===== config.mk =====
export PLATFORM = sky130hd
export DESIGN_NAME = mbx_dual_mailbox
export DESIGN_NICKNAME = d
export VERILOG_FILES = /design/src/rtl/mbx_pkg.sv /design/src/rtl/mbx_mail_slot.sv /design/src/rtl/mbx_out_steer.sv /design/src/rtl/mbx_dual_mailbox.sv
export SDC_FILE = /design/constraint.sdc
export NUM_CORES = 1
export LEC_CHECK = 0
export ABC_AREA = 1
export CAP_MARGIN = 15
export CORE_MARGIN = 2
export CORE_UTILIZATION = 35
export DETAILED_ROUTE_END_ITERATION = 8
export PLACE_DENSITY = 0.89
export SETUP_SLACK_MARGIN = 0.4
export SYNTH_ARGS = -nofsm -noshare
export SYNTH_HDL_FRONTEND = slang
export SYNTH_SLANG_ARGS = --single-unit

===== constraint.sdc =====
create_clock -name clk -period 1 [get_ports clk]
set_clock_uncertainty 0.1 [all_clocks]
set_input_delay 0.3 -clock clk [delete_from_list [all_inputs] [get_ports clk]]
set_output_delay 0.3 -clock clk [all_outputs]
set_load 0.02 [all_outputs]

===== src/rtl/mbx_pkg.sv =====
package mbx_pkg;
  typedef enum logic {
    SZ_WORD = 1'b0,
    SZ_BYTE = 1'b1
  } bus_size_e;

  localparam int unsigned WIDE_W_DEF   = 36;
  localparam int unsigned NARROW_W_DEF = 18;
  localparam int unsigned BYTE_W_DEF   = 9;
endpackage


===== src/rtl/mbx_mail_slot.sv =====
module mbx_mail_slot #(
  parameter int unsigned W  = 18,
  parameter int unsigned BW = 9
) (
  input  logic         clk,
  input  logic         rst,
  input  logic         byte_mode,
  input  logic         wr_req,
  input  logic [W-1:0] wr_data,
  input  logic         rd_req,
  output logic [W-1:0] data,
  output logic         full_n
);
  localparam logic [W-1:0] BYTE_MASK = {{(W-BW){1'b0}}, {BW{1'b1}}};

  logic         wr_accept;
  logic [W-1:0] lane_mask;

  assign wr_accept = wr_req & full_n;
  assign lane_mask = byte_mode ? BYTE_MASK : {W{1'b1}};

  always_ff @(posedge clk) begin
    if (rst) begin
      data   <= '0;
      full_n <= 1'b1;
    end else if (wr_accept) begin
      data   <= wr_data & lane_mask;
      full_n <= 1'b0;
    end else if (rd_req) begin
      full_n <= 1'b1;
    end
  end

  assert_fill_R2: assert property (@(posedge clk) disable iff (rst)
    (wr_req && full_n) |=> !full_n);
  assert_drop_R3: assert property (@(posedge clk) disable iff (rst)
    (wr_req && !full_n) |=> $stable(data));
  assert_clear_R4: assert property (@(posedge clk) disable iff (rst)
    (rd_req && !(wr_req && full_n)) |=> full_n);
  assert_keep_R5: assert property (@(posedge clk) disable iff (rst)
    (!wr_req) |=> $stable(data));
  assert_byte_lane_R6_R7: assert property (@(posedge clk) disable iff (rst)
    (wr_req && full_n && byte_mode) |=> (data[W-1:BW] == '0));
endmodule


===== src/rtl/mbx_out_steer.sv =====
module mbx_out_steer #(
  parameter int unsigned OUT_W   = 18,
  parameter int unsigned MAIL_W  = 18,
  parameter int unsigned LANE_LO = 0,
  parameter int unsigned BW      = 9
) (
  input  logic              clk,
  input  logic              rst,
  input  logic              oe,
  input  logic              mb,
  input  logic              byte_mode,
  input  logic [MAIL_W-1:0] mail,
  input  logic [OUT_W-1:0]  q_data,
  output logic [OUT_W-1:0]  dout
);
  localparam logic [OUT_W-1:0] BYTE_LANES = OUT_W'({BW{1'b1}}) << LANE_LO;
  localparam logic [OUT_W-1:0] WORD_LANES = OUT_W'({MAIL_W{1'b1}}) << LANE_LO;

  logic [OUT_W-1:0] placed;
  logic [OUT_W-1:0] nxt;

  assign placed = (OUT_W'(mail) << LANE_LO) & (byte_mode ? BYTE_LANES : WORD_LANES);

  always_comb begin
    if (!oe)     nxt = '0;
    else if (mb) nxt = placed;
    else         nxt = q_data;
  end

  always_ff @(posedge clk) begin
    if (rst) dout <= '0;
    else     dout <= nxt;
  end

  assert_lane_zero_R6_R7: assert property (@(posedge clk) disable iff (rst)
    (oe && mb && byte_mode) |=> ((dout & ~BYTE_LANES) == '0));
  assert_idle_R8: assert property (@(posedge clk) disable iff (rst)
    (!oe) |=> (dout == '0));
  assert_queue_R8: assert property (@(posedge clk) disable iff (rst)
    (oe && !mb) |=> (dout == $past(q_data)));
endmodule


===== src/rtl/mbx_dual_mailbox.sv =====
module mbx_dual_mailbox #(
  parameter int unsigned WIDE_W   = mbx_pkg::WIDE_W_DEF,
  parameter int unsigned NARROW_W = mbx_pkg::NARROW_W_DEF,
  parameter int unsigned BYTE_W   = mbx_pkg::BYTE_W_DEF
) (
  input  logic                clk,
  input  logic                rst,
  input  logic                size_b,
  input  logic                size_c,
  input  logic                a_en,
  input  logic                a_wr,
  input  logic                a_mb,
  input  logic                a_oe,
  input  logic [WIDE_W-1:0]   a_din,
  input  logic [WIDE_W-1:0]   a_q_dout,
  output logic [WIDE_W-1:0]   a_dout,
  input  logic                b_ren,
  input  logic                b_mb,
  input  logic                b_oe,
  input  logic [NARROW_W-1:0] b_q_dout,
  output logic [NARROW_W-1:0] b_dout,
  input  logic                c_wen,
  input  logic                c_mb,
  input  logic [NARROW_W-1:0] c_din,
  output logic                mb1_full_n,
  output logic                mb2_full_n,
  output logic                q1_push,
  output logic                q1_pop,
  output logic                q2_push,
  output logic                q2_pop
);
  import mbx_pkg::*;

  localparam int unsigned MAIL_W   = NARROW_W;
  localparam int unsigned RET_LO   = WIDE_W - MAIL_W;

  bus_size_e   sz_b, sz_c;
  logic        a_write, a_read;
  logic [MAIL_W-1:0] mail1, mail2;

  assign sz_b    = bus_size_e'(size_b);
  assign sz_c    = bus_size_e'(size_c);
  assign a_write = a_en & a_wr;
  assign a_read  = a_en & ~a_wr;

  assign q1_push = a_write & ~a_mb;
  assign q1_pop  = b_ren   & ~b_mb;
  assign q2_push = c_wen   & ~c_mb;
  assign q2_pop  = a_read  & ~a_mb;

  mbx_mail_slot #(.W(MAIL_W), .BW(BYTE_W)) u_fwd (
    .clk      (clk),
    .rst      (rst),
    .byte_mode(sz_b == SZ_BYTE),
    .wr_req   (a_write & a_mb),
    .wr_data  (a_din[MAIL_W-1:0]),
    .rd_req   (b_ren & b_mb),
    .data     (mail1),
    .full_n   (mb1_full_n)
  );

  mbx_mail_slot #(.W(MAIL_W), .BW(BYTE_W)) u_ret (
    .clk      (clk),
    .rst      (rst),
    .byte_mode(sz_c == SZ_BYTE),
    .wr_req   (c_wen & c_mb),
    .wr_data  (c_din),
    .rd_req   (a_read & a_mb),
    .data     (mail2),
    .full_n   (mb2_full_n)
  );

  mbx_out_steer #(.OUT_W(NARROW_W), .MAIL_W(MAIL_W), .LANE_LO(0), .BW(BYTE_W)) u_b_out (
    .clk      (clk),
    .rst      (rst),
    .oe       (b_oe),
    .mb       (b_mb),
    .byte_mode(sz_b == SZ_BYTE),
    .mail     (mail1),
    .q_data   (b_q_dout),
    .dout     (b_dout)
  );

  mbx_out_steer #(.OUT_W(WIDE_W), .MAIL_W(MAIL_W), .LANE_LO(RET_LO), .BW(BYTE_W)) u_a_out (
    .clk      (clk),
    .rst      (rst),
    .oe       (a_oe),
    .mb       (a_mb),
    .byte_mode(sz_c == SZ_BYTE),
    .mail     (mail2),
    .q_data   (a_q_dout),
    .dout     (a_dout)
  );

  assert_q_mail_excl_R9: assert property (@(posedge clk) disable iff (rst)
    (q1_push && !(b_ren && b_mb)) |=> $stable(mb1_full_n));
endmodule


==> results of run 1 <==
tightest hold or removal path: cells and delay by family:
kind                   cells  cell delay [ns]
and+or+nand+nor            2             0.13
AOI/OAI and AO/OA          1             0.04
buffers and inverters      1             0.17
routing by layer:
| metal | track usage, % | wire length (um) | up-vias |
|---|---|---|---|
| li1 | - | - | 1803 |
| met1 | 24.3 | 4590 | 1819 |
| met2 | 49.7 | 7790 | 174 |
| met3 | 4.44 | 694 | 41 |
| met4 | 10.2 | 501 | 0 |
| met5 | 0 | 0 | - |
sequential cells by signal, indices dropped and copies added, names as in the netlist:
| name | count |
|---|---|
| u_fwd.full_n | 1 |
| u_ret.full_n | 1 |
| u_ret.data | 18 |
| u_a_out.dout | 36 |
| u_fwd.data | 18 |
| u_b_out.dout | 18 |
through the flow:
step,setup TNS (ns),cell area (um2)
after floorplan,-1.71,3890
after global routing,-21.98,7310
final,-18.38,7310
after detailed placement,-93.23,5720
after CTS,-18.31,6840
after global placement,-88.81,5720
logic make-up (layout without fill, tap and decap cells):
logic type	Yosys count	in the layout	share of synthesized area [%]
compound gates	67	67	10.3
simple gates	215	225	25.8
buf+inv	60	279	8.02
flops	92	92	55.9
cell usage after synthesis (all sizes together):
cell type  count
inv           40
clkbuf         1
buf           18
nor2          72
dfxtp         92
a21oi         55
nand3         11
clkinv         1
o21bai         1
o21ai         11
nand2        132
final cells by class:
type	count	area [um2]
inverters	41	229
flip-flops and latches	92	2060
multi-input cells	292	2130
repair buffers	219	2500
clock buffers	10	128
clock inverters	6	73.8
repair inverters	3	45.0
fillers	534	1880
well taps	111	139
what timing repair did:
action	CTS	global route
resized for setup	594	97
pin swaps	52	44
endpoints found under the setup margin	152	152
setup buffers	9	9
cloned	18	3
hold buffers	0	0
power breakdown:
group	switching, mW	internal (mW)
Sequential	0.103	3.71
Clock	1.35	1.18
Combinational	0.949	1.04
worst max path at each step:
stage	from	end	slack, ns	depth (start not counted)
4_1_cts	u_a_out.dout[9]	a_dout[9]	-0.24	1
5_1_grt	u_fwd.full_n	u_fwd.data[6]	-0.35	7
3_3_place_gp	a_wr	q2_pop	-1.04	5
2_1_floorplan	u_fwd.full_n	u_fwd.data[13]	-0.08	6
6_report	u_fwd.full_n	u_fwd.data[3]	-0.28	8
3_5_place_dp	a_wr	q2_pop	-1.06	5
==> impl_metrics.json, run 1 <==
{
  "status": "finished with violations",
  "violations": "negative setup slack",
  "cp-start-kind": "flip-flop",
  "drt_iter0_markers": 80,
  "place_congestion": 0.795,
  "port_buffers": 162,
  "grt_pass1_vias": 3996,
  "mappedNetlistArea_mm2": 0.00329,
  "worstMarginPinSlew_ns": 0.381,
  "coreArea_mm2": 0.00920,
  "grt_first_pass_wirelength_mm": 19.4,
  "dpl.hpwl_mm": 7.62,
  "pre_cts_ws_ns": -1.06,
  "power_mw": 8.34,
  "cts_tree": "built",
  "clk_pin_slew_worst_paths_ns": 0.10,
  "synth_top_cell_by_area": "dfxtp_1",
  "worstSetupEndpointType": "flip-flop",
  "grt_max_degree": 23,
  "globalRouteOverflowTotal": 0,
  "fin_crit_sh_pct": 128,
  "die-area_mm2": 0.0102,
  "regToRegSetupSlack_ns": -0.28,
  "path_buf_inv": 3,
  "cts_made_buffers": 9,
  "htreeDepth": 3,
  "crit_arrival_ns": 1.42,
  "final_nets": 779,
  "cpPeakStageDelay_ns": 0.36,
  "io_pins": 181,
  "yosys.area.top_type_share_pct": 55.9,
  "peakVddDrop_uv": 769,
  "path_cells": "buf_6, nand2_4, nor2_4, buf_12, clkbuf_16, nand2_2, nand2_1, nor2_1",
  "layout-drive-gt1-share_pct": 58.5,
  "final_common_cell": "buf_6",
  "layout_common_cells": "72 x buf_6, 70 x clkdlybuf4s50_1, 61 x nand2_1",
  "antenna_found_initial": 0,
  "postSynthAreaPerCell_um2": 7.59,
  "rows": 35,
  "finalHoldViolCount": 0,
  "fin_crit_ns": 1.28,
  "whs_ns": 0.241,
  "crit_fanout": 6,
  "stdcell_count": 774,
  "vias": 3837,
  "synth-seq-cells": 92,
  "critPathSlowestCell": "dfxtp_4",
  "min-delay-start": "size_b",
  "whs_path_depth": 4,
  "fp.dieH_um": 101,
  "synth_area_leaders": "dfxtp_1 56%, nand2_1 15%, a21oi_1 8.4%, nor2_1 7.9%, inv_1 4.4%",
  "rsz0062_at_grt": "yes",
  "leakage_nw": 3.10,
  "slew_viol_final": 0,
  "min_to": "u_b_out.dout[14]",
  "final_antenna_net_count": 0,
  "areaGrowthSynthToFinish_pct": 122,
  "min_path_type": "in2reg",
  "antenna_cells": 0,
  "worstPathRequired_ns": 1.14,
  "clkSinkCount": 92,
  "r2r.worst_path.cells": 8,
  "via_per_inst": 4.96,
  "post_drt_wl_per_cell_um": 17.5,
  "drc": 0,
  "synthDistinctLibCells": 18,
  "rr_startpoint": "u_fwd.full_n",
  "p_per_area_mw_per_mm2": 1140,
  "critPathKind": "reg2reg",
  "start_util_pct": 35.8,
  "cts_root_buf": "clkbuf_8",
  "clock_path_buffers": 2,
  "fp.dieW_um": 101,
  "synth-seq-area-share_pct": 55.9,
  "critPathTopFamily": "buffers and inverters",
  "grtUsageTotal_pct": 24.7,
  "synthCells": 434,
  "ys_warn_count": 0,
  "syn_nets": 555,
  "cap_violations": 0,
  "r2r_end": "u_fwd.data[3]",
  "fin_ws_ns": -0.276,
  "setup_viol": 98,
  "wirelength_mm": 13.6,
  "dr.pass1.iters": 4,
  "slew_headroom_pct": 74.6,
  "utilization_pct": 79.5,
  "dp_cells": 719,
  "timing.fmax_mhz": 784,
  "clk_latency_ns": 0.34
}
Power figures use the tool's default switching activity.
==> run 2, diff against run 1 <==
- CORE_UTILIZATION: 35 -> 36
- PLACE_DENSITY: 0.89 -> 0.88
- SYNTH_HIERARCHICAL: not set -> 1
==> run 2 against run 1 <==
- the run still ends with negative setup slack left
- clock-buffer cell count up 1
- global-route usage increased by 0.12 points
- synthesized cell count increased by 7.8%
- area after synthesis is 8.1% higher
- maximum frequency increased by 0.84%
- sequential share of layout area shrank 0.54 points
- core utilization fell by 2.1 points
- first-iteration DRC count is 99% higher
==> impl_metrics.json, run 2 <==
{
  "regMostFlops": "u_a_out/dout",
  "layout_common_cells": "75 x buf_6, 72 x clkdlybuf4s50_1, 60 x nand2_1",
  "fp.dieH_um": 103,
  "worstSetupEndpointType": "flip-flop",
  "yosysMostFrequentCell": "nand2_1",
  "final_antenna_net_count": 0,
  "cts_tree": "built",
  "synth-seq-area-share_pct": 51.8,
  "fin_ws_ns": -0.265,
  "via_per_inst": 5.06,
  "wirelength_mm": 15.6,
  "grt_max_degree": 22,
  "min_to": "u_b_out/dout[7]",
  "synth_area_leaders": "dfxtp_1 52%, nand2_1 13%, a21oi_1 7.5%, nor2_1 7.2%, inv_1 6.5%",
  "fp.dieW_um": 103,
  "dpl.hpwl_mm": 7.87,
  "synthXorXnorAreaFrac_pct": 0,
  "stdcell_count": 816,
  "cap_violations": 0,
  "setup_viol": 98,
  "fin_crit_sh_pct": 127,
  "path_cells": "buf_6, nand2_8, buf_12, buf_16, nand2_1, nand2_1, nor2_1",
  "coreArea_mm2": 0.00968,
  "slew_viol_final": 0,
  "port_buffers": 162,
  "clk_latency_ns": 0.36,
  "clk_pin_slew_worst_paths_ns": 0.09,
  "rr_startpoint": "u_fwd/full_n",
  "r2r_end": "u_fwd/data[5]",
  "status": "finished with violations",
  "fin_crit_ns": 1.27,
  "worstMarginPinSlew_ns": 0.428,
  "worstPathRequired_ns": 1.20,
  "place_congestion": 0.814,
  "synth.area.mux_share_pct": 0,
  "synth_edf_count": 0,
  "synthArstFlopShare_pct": 0,
  "ctsHoldBuffers": 0,
  "rsz0062_at_grt": "yes",
  "ys_warn_count": 6,
  "peakVddDrop_uv": 919,
  "synthDistinctLibCells": 21,
  "antenna_found_initial": 0,
  "cp-start-kind": "flip-flop",
  "die-area_mm2": 0.0107,
  "violations": "negative setup slack",
  "critPathSlowestCell": "dfxtp_4",
  "post_drt_wl_per_cell_um": 19.1,
  "clkSinkCount": 92,
  "yosys_most_used_dff": "dfxtp_1",
  "synth-simple-area-share_pct": 27.6,
  "syn_nets": 589,
  "p_per_area_mw_per_mm2": 1160,
  "mappedNetlistArea_mm2": 0.00356,
  "rows": 36,
  "whs_ns": 0.116,
  "postSynthAreaPerCell_um2": 7.60,
  "antenna_cells": 0,
  "slew_headroom_pct": 71.4,
  "layout-drive-gt1-share_pct": 59.6,
  "grtUsageTotal_pct": 24.8,
  "cpPeakStageDelay_ns": 0.37,
  "dr.pass1.iters": 5,
  "regToRegSetupSlack_ns": -0.27,
  "pre_cts_ws_ns": -1.09,
  "crit_arrival_ns": 1.46,
  "synth_fa_ha_area_share_pct": 0,
  "yosys.area.top_type_share_pct": 51.8,
  "final_common_cell": "buf_6",
  "timing.fmax_mhz": 790,
  "critPathKind": "reg2reg",
  "r2r.worst_path.cells": 7,
  "largest_reg_flops": 36,
  "finalHoldViolCount": 0,
  "synth-seq-cells": 92,
  "grt_pass1_vias": 4022,
  "leakage_nw": 3.18,
  "path_common_cell": "nand2_1",
  "io_pins": 181,
  "crit_fanout": 7,
  "synth_top_cell_by_area": "dfxtp_1",
  "synthCells": 468,
  "synthTopCellsByCount": "126 x nand2_1, 92 x dfxtp_1, 68 x nor2_1, 62 x inv_1, 53 x a21oi_1",
  "cts_root_buf": "clkbuf_8",
  "drc": 0,
  "cts_made_buffers": 9,
  "min_path_type": "in2reg",
  "whs_path_depth": 3,
  "dp_cells": 772,
  "synth_top_family_by_area": "simple AND/OR/NAND/NOR gates",
  "synth_compound_area_share_pct": 7.98,
  "htreeDepth": 3,
  "areaGrowthSynthToFinish_pct": 111,
  "final_nets": 799,
  "globalRouteOverflowTotal": 0,
  "clock_path_buffers": 2,
  "drt_iter0_markers": 159,
  "vias": 4125,
  "grt_first_pass_wirelength_mm": 19.9,
  "start_util_pct": 36.7,
  "min-delay-start": "b_q_dout[7]"
}
[run 2: worst max-delay path, delay by kind of cell, from the launching register on]
kind	cells	cell delay, ns
simple gates	4	0.33
flops	1	0.37
buf+inv	3	0.40
[run 2: area by class of cell]
cell class,instances,area (um2)
inverter,70,354
fill,551,2180
sequential,92,2070
multi-input combinational,293,2210
timing repair buffer,209,2470
timing repair inverter,3,20.0
clock inverter,5,77.6
tap,133,166
clock buffer,11,131
[run 2: per-stage QoR]
| stage | cell area, um2 | power [mW] | util, % | TNS (ns) |
|---|---|---|---|---|
| 2_1_floorplan | 4110 | 4.58 | - | -0.509 |
| 3_3_place_gp | 5990 | 5.32 | 61.8 | -89.58 |
| 3_5_place_dp | 5990 | 5.37 | 61.8 | -93.15 |
| 4_1_cts | 7030 | 8.35 | 72.6 | -19.18 |
| 5_1_grt | 7500 | 9.01 | 77.5 | -23.28 |
| 6_report | 7500 | 8.73 | 77.5 | -20.55 |
[run 2: report_power, final]
group / internal [mW] / switching (mW)
clock: 1.40 / 1.33
combinational: 1.08 / 1.08
sequential: 3.73 / 0.103
total: 6.21 / 2.52
[run 2: metal layers]
metal,vias to the layer above,share of wire (%),track usage (%)
li1,1835,-,-
met1,1967,34,25.1
met3,60,8.4,5.91
met2,263,54,45.5
met5,-,0,0
met4,0,4.1,15.6
[run 2: worst max-delay path by stage]
stage	startpoint	endpoint	slack, ns	cells past startpoint
final	u_fwd/full_n	u_fwd/data[5]	-0.27	7
after global routing	u_fwd/full_n	u_fwd/data[5]	-0.31	7
after floorplan	a_en	u_fwd/data[10]	-0.03	6
after detailed placement	a_wr	q1_push	-1.09	5
after CTS	u_a_out/dout[31]	a_dout[31]	-0.25	1
after global placement	a_wr	q1_push	-1.07	5
[run 2: logic make-up (layout without fill, tap and decap cells)]
kind of cell,count (synthesis),in the layout
and+or+nand+nor,233,237
DFF,92,92
buffers and inverters,87,298
AOI/OAI and AO/OA,56,56
[run 2: repair_timing]
action / 4_1_cts / 5_1_grt
endpoints found under the setup margin: 152 / 152
buffers inserted: 9 / 2
pin swaps: 41 / 41
cloned: 13 / 4
resized for setup: 551 / 109
==> run 3, diff against run 2 <==
- CAP_MARGIN: 15 -> 20
- CORE_ASPECT_RATIO: not set -> 1.5
==> run 3 against run 2 <==
- the run still ends with negative setup slack left
- global-route usage decreased by 0.61 points
- register-to-register slack improved by 0.12 ns
- power increased by 5.2%
- first-iteration DRC count increased by 31%
- critical endpoint is now a_dout[20]
- largest cell class unchanged
- critical path depth decreased by 6
==> impl_metrics.json, run 3 (synthesis results as in run 2) <==
{
  "critPathSlowestCell": "dfxtp_4",
  "grtUsageMet1_pct": 22.8,
  "place_congestion": 0.781,
  "timing.fmax_mhz": 815,
  "clkPwrFrac_pct": 33.7,
  "crit_arrival_ns": 0.83,
  "clk_pin_slew_worst_paths_ns": 0.07,
  "worstPathRequired_ns": 0.60,
  "dr.pass1.iters": 4,
  "p_per_area_mw_per_mm2": 1190,
  "post_drt_wl_per_cell_um": 18.5,
  "areaGrowthSynthToFinish_pct": 118,
  "busiest_layer": "met2",
  "wirelength_mm": 14.9,
  "critPathKind": "reg2out",
  "grt_first_pass_wirelength_mm": 20.2,
  "cts_root_buf": "clkbuf_16",
  "port_buffers": 162,
  "cap_violations": 0,
  "fp.dieW_um": 85.2,
  "io_pins": 181,
  "fin_crit_sh_pct": 123,
  "grtUsageTotal_pct": 24.2,
  "p_int_mw": 6.54,
  "clock_path_buffers": 2,
  "via_per_inst": 5.06,
  "cts_made_buffers": 9,
  "min_path_type": "in2reg",
  "dpl.hpwl_mm": 7.78,
  "slew_headroom_pct": 71.1,
  "die-area_mm2": 0.0107,
  "pre_cts_ws_ns": -1.13,
  "rows": 44,
  "grt_pass1_vias": 4203,
  "drt_iter0_markers": 208,
  "power_mw": 9.18,
  "layout_common_cells": "78 x clkdlybuf4s50_1, 71 x buf_6, 56 x dfxtp_4",
  "power.share.sequential_pct": 41.8,
  "cpPeakStageDelay_ns": 0.35,
  "largest_reg_flops": 36,
  "crit_fanout": 1,
  "drc": 0,
  "worstMarginPinSlew_ns": 0.434,
  "clk_latency_ns": 0.35,
  "met2_usage_pct": 45.0,
  "violations": "negative setup slack",
  "start_util_pct": 36.9,
  "antenna_found_initial": 1,
  "pwr-share-comb_pct": 24.5,
  "fin_crit_ns": 1.23,
  "clkSinkCount": 92,
  "cp-start-kind": "flip-flop",
  "regMostFlops": "u_a_out/dout",
  "final_nets": 806,
  "fp.dieH_um": 126,
  "swShare_pct": 28.7,
  "slew_viol_final": 0,
  "setup_viol": 128,
  "ctsHoldBuffers": 0,
  "power.switching_mw": 2.64,
  "fin_ws_ns": -0.227,
  "coreArea_mm2": 0.00963,
  "grt_max_degree": 22,
  "critPathTopFamily": "flip-flops",
  "status": "finished with violations",
  "final_common_cell": "clkdlybuf4s50_1",
  "globalRouteOverflowTotal": 0,
  "finalHoldViolCount": 0,
  "leakage_nw": 3.23,
  "peakVddDrop_uv": 1100,
  "htreeDepth": 3,
  "vias": 4080,
  "path_buf_inv": 1,
  "final_antenna_net_count": 0,
  "cts_tree": "built",
  "rsz0062_at_grt": "yes",
  "layout-drive-gt1-share_pct": 60.0,
  "worstSetupEndpointType": "primary output",
  "use_met3_pct": 3.80,
  "path_cells": "buf_6"
}
-- run 3: cell types whose count changed in the layout (fill, tap and decap cells not counted), sizes merged --
cell,change
bufinv,-2
nand2,+6
clkbuf,-3
buf,+4
diode,+1
clkdlybuf4s50,+6
dlygate4sd2,-5
clkdlybuf4s15,+1
dlymetal6s2s,-1
clkinvlp,+1
-- run 3: power groups by stage --
stage               sequential, mW  combinational [mW]  clock [mW]
floorplan                     3.96               0.616           0
global placement              3.87                1.42           0
detailed placement            3.88                1.46           0
CTS                           3.82                1.92        3.07
global route                  3.85                2.35        3.28
finish                        3.84                2.25        3.10
-- run 3: worst paths after layout --
check	slack, ns	cells after the start	to	startpoint
hold reg to reg	0.36	2	u_b_out/dout[8]	u_fwd/data[8]
setup reg to reg	-0.15	6	u_ret/data[3]	u_ret/full_n
setup / recovery	-0.23	1	a_dout[20]	u_a_out/dout[20]
hold / removal	0.18	5	u_fwd/full_n	b_ren
-- run 3: what timing repair did --
action                                  4_1_cts  5_1_grt
pin swaps                                    35       41
resized for setup                           562      114
setup buffers                                14        3
endpoints found under the setup margin      152      152
hold endpoints to repair                      0        0
gates cloned                                 17        3
-- run 3: area by class of cell --
type	instances	area [um2]
Fill cell	529	1890
Tap cell	115	144
Clock buffer	11	233
Multi-Input combinational cell	299	2360
Clock inverter	5	28.8
Timing Repair inverter	2	20.0
Sequential cell	92	2060
Timing Repair Buffer	211	2530
Antenna cell	1	2.50
Inverter	70	363
-- run 3: metal layers --
layer  wire length [um]  vias to the layer above
li1                   -                     1863
met1               4740                     1978
met2               8620                      185
met3                736                       54
met4                777                        0
met5                  0                        -
-- run 3: tightest hold or removal path, delay by kind of cell --
family,cells,cell delay [ns]
buffers and inverters,2,0.16
and+or+nand+nor,2,0.09
AOI/OAI and AO/OA,1,0.05
-- run 3: through the flow --
step / cell area, um2 / utilization (%) / setup TNS (ns) / instances / hold slack [ns]
floorplan: 4110 / - / -0.509 / 468 / 0.303
global placement: 5900 / 61.2 / -91.99 / 752 / 0.342
detailed placement: 5900 / 61.2 / -95.56 / 752 / 0.346
CTS: 7240 / 75.2 / -14.93 / 799 / 0.190
global route: 7740 / 80.4 / -19.50 / 806 / 0.190
finish: 7740 / 80.4 / -16.06 / 806 / 0.183
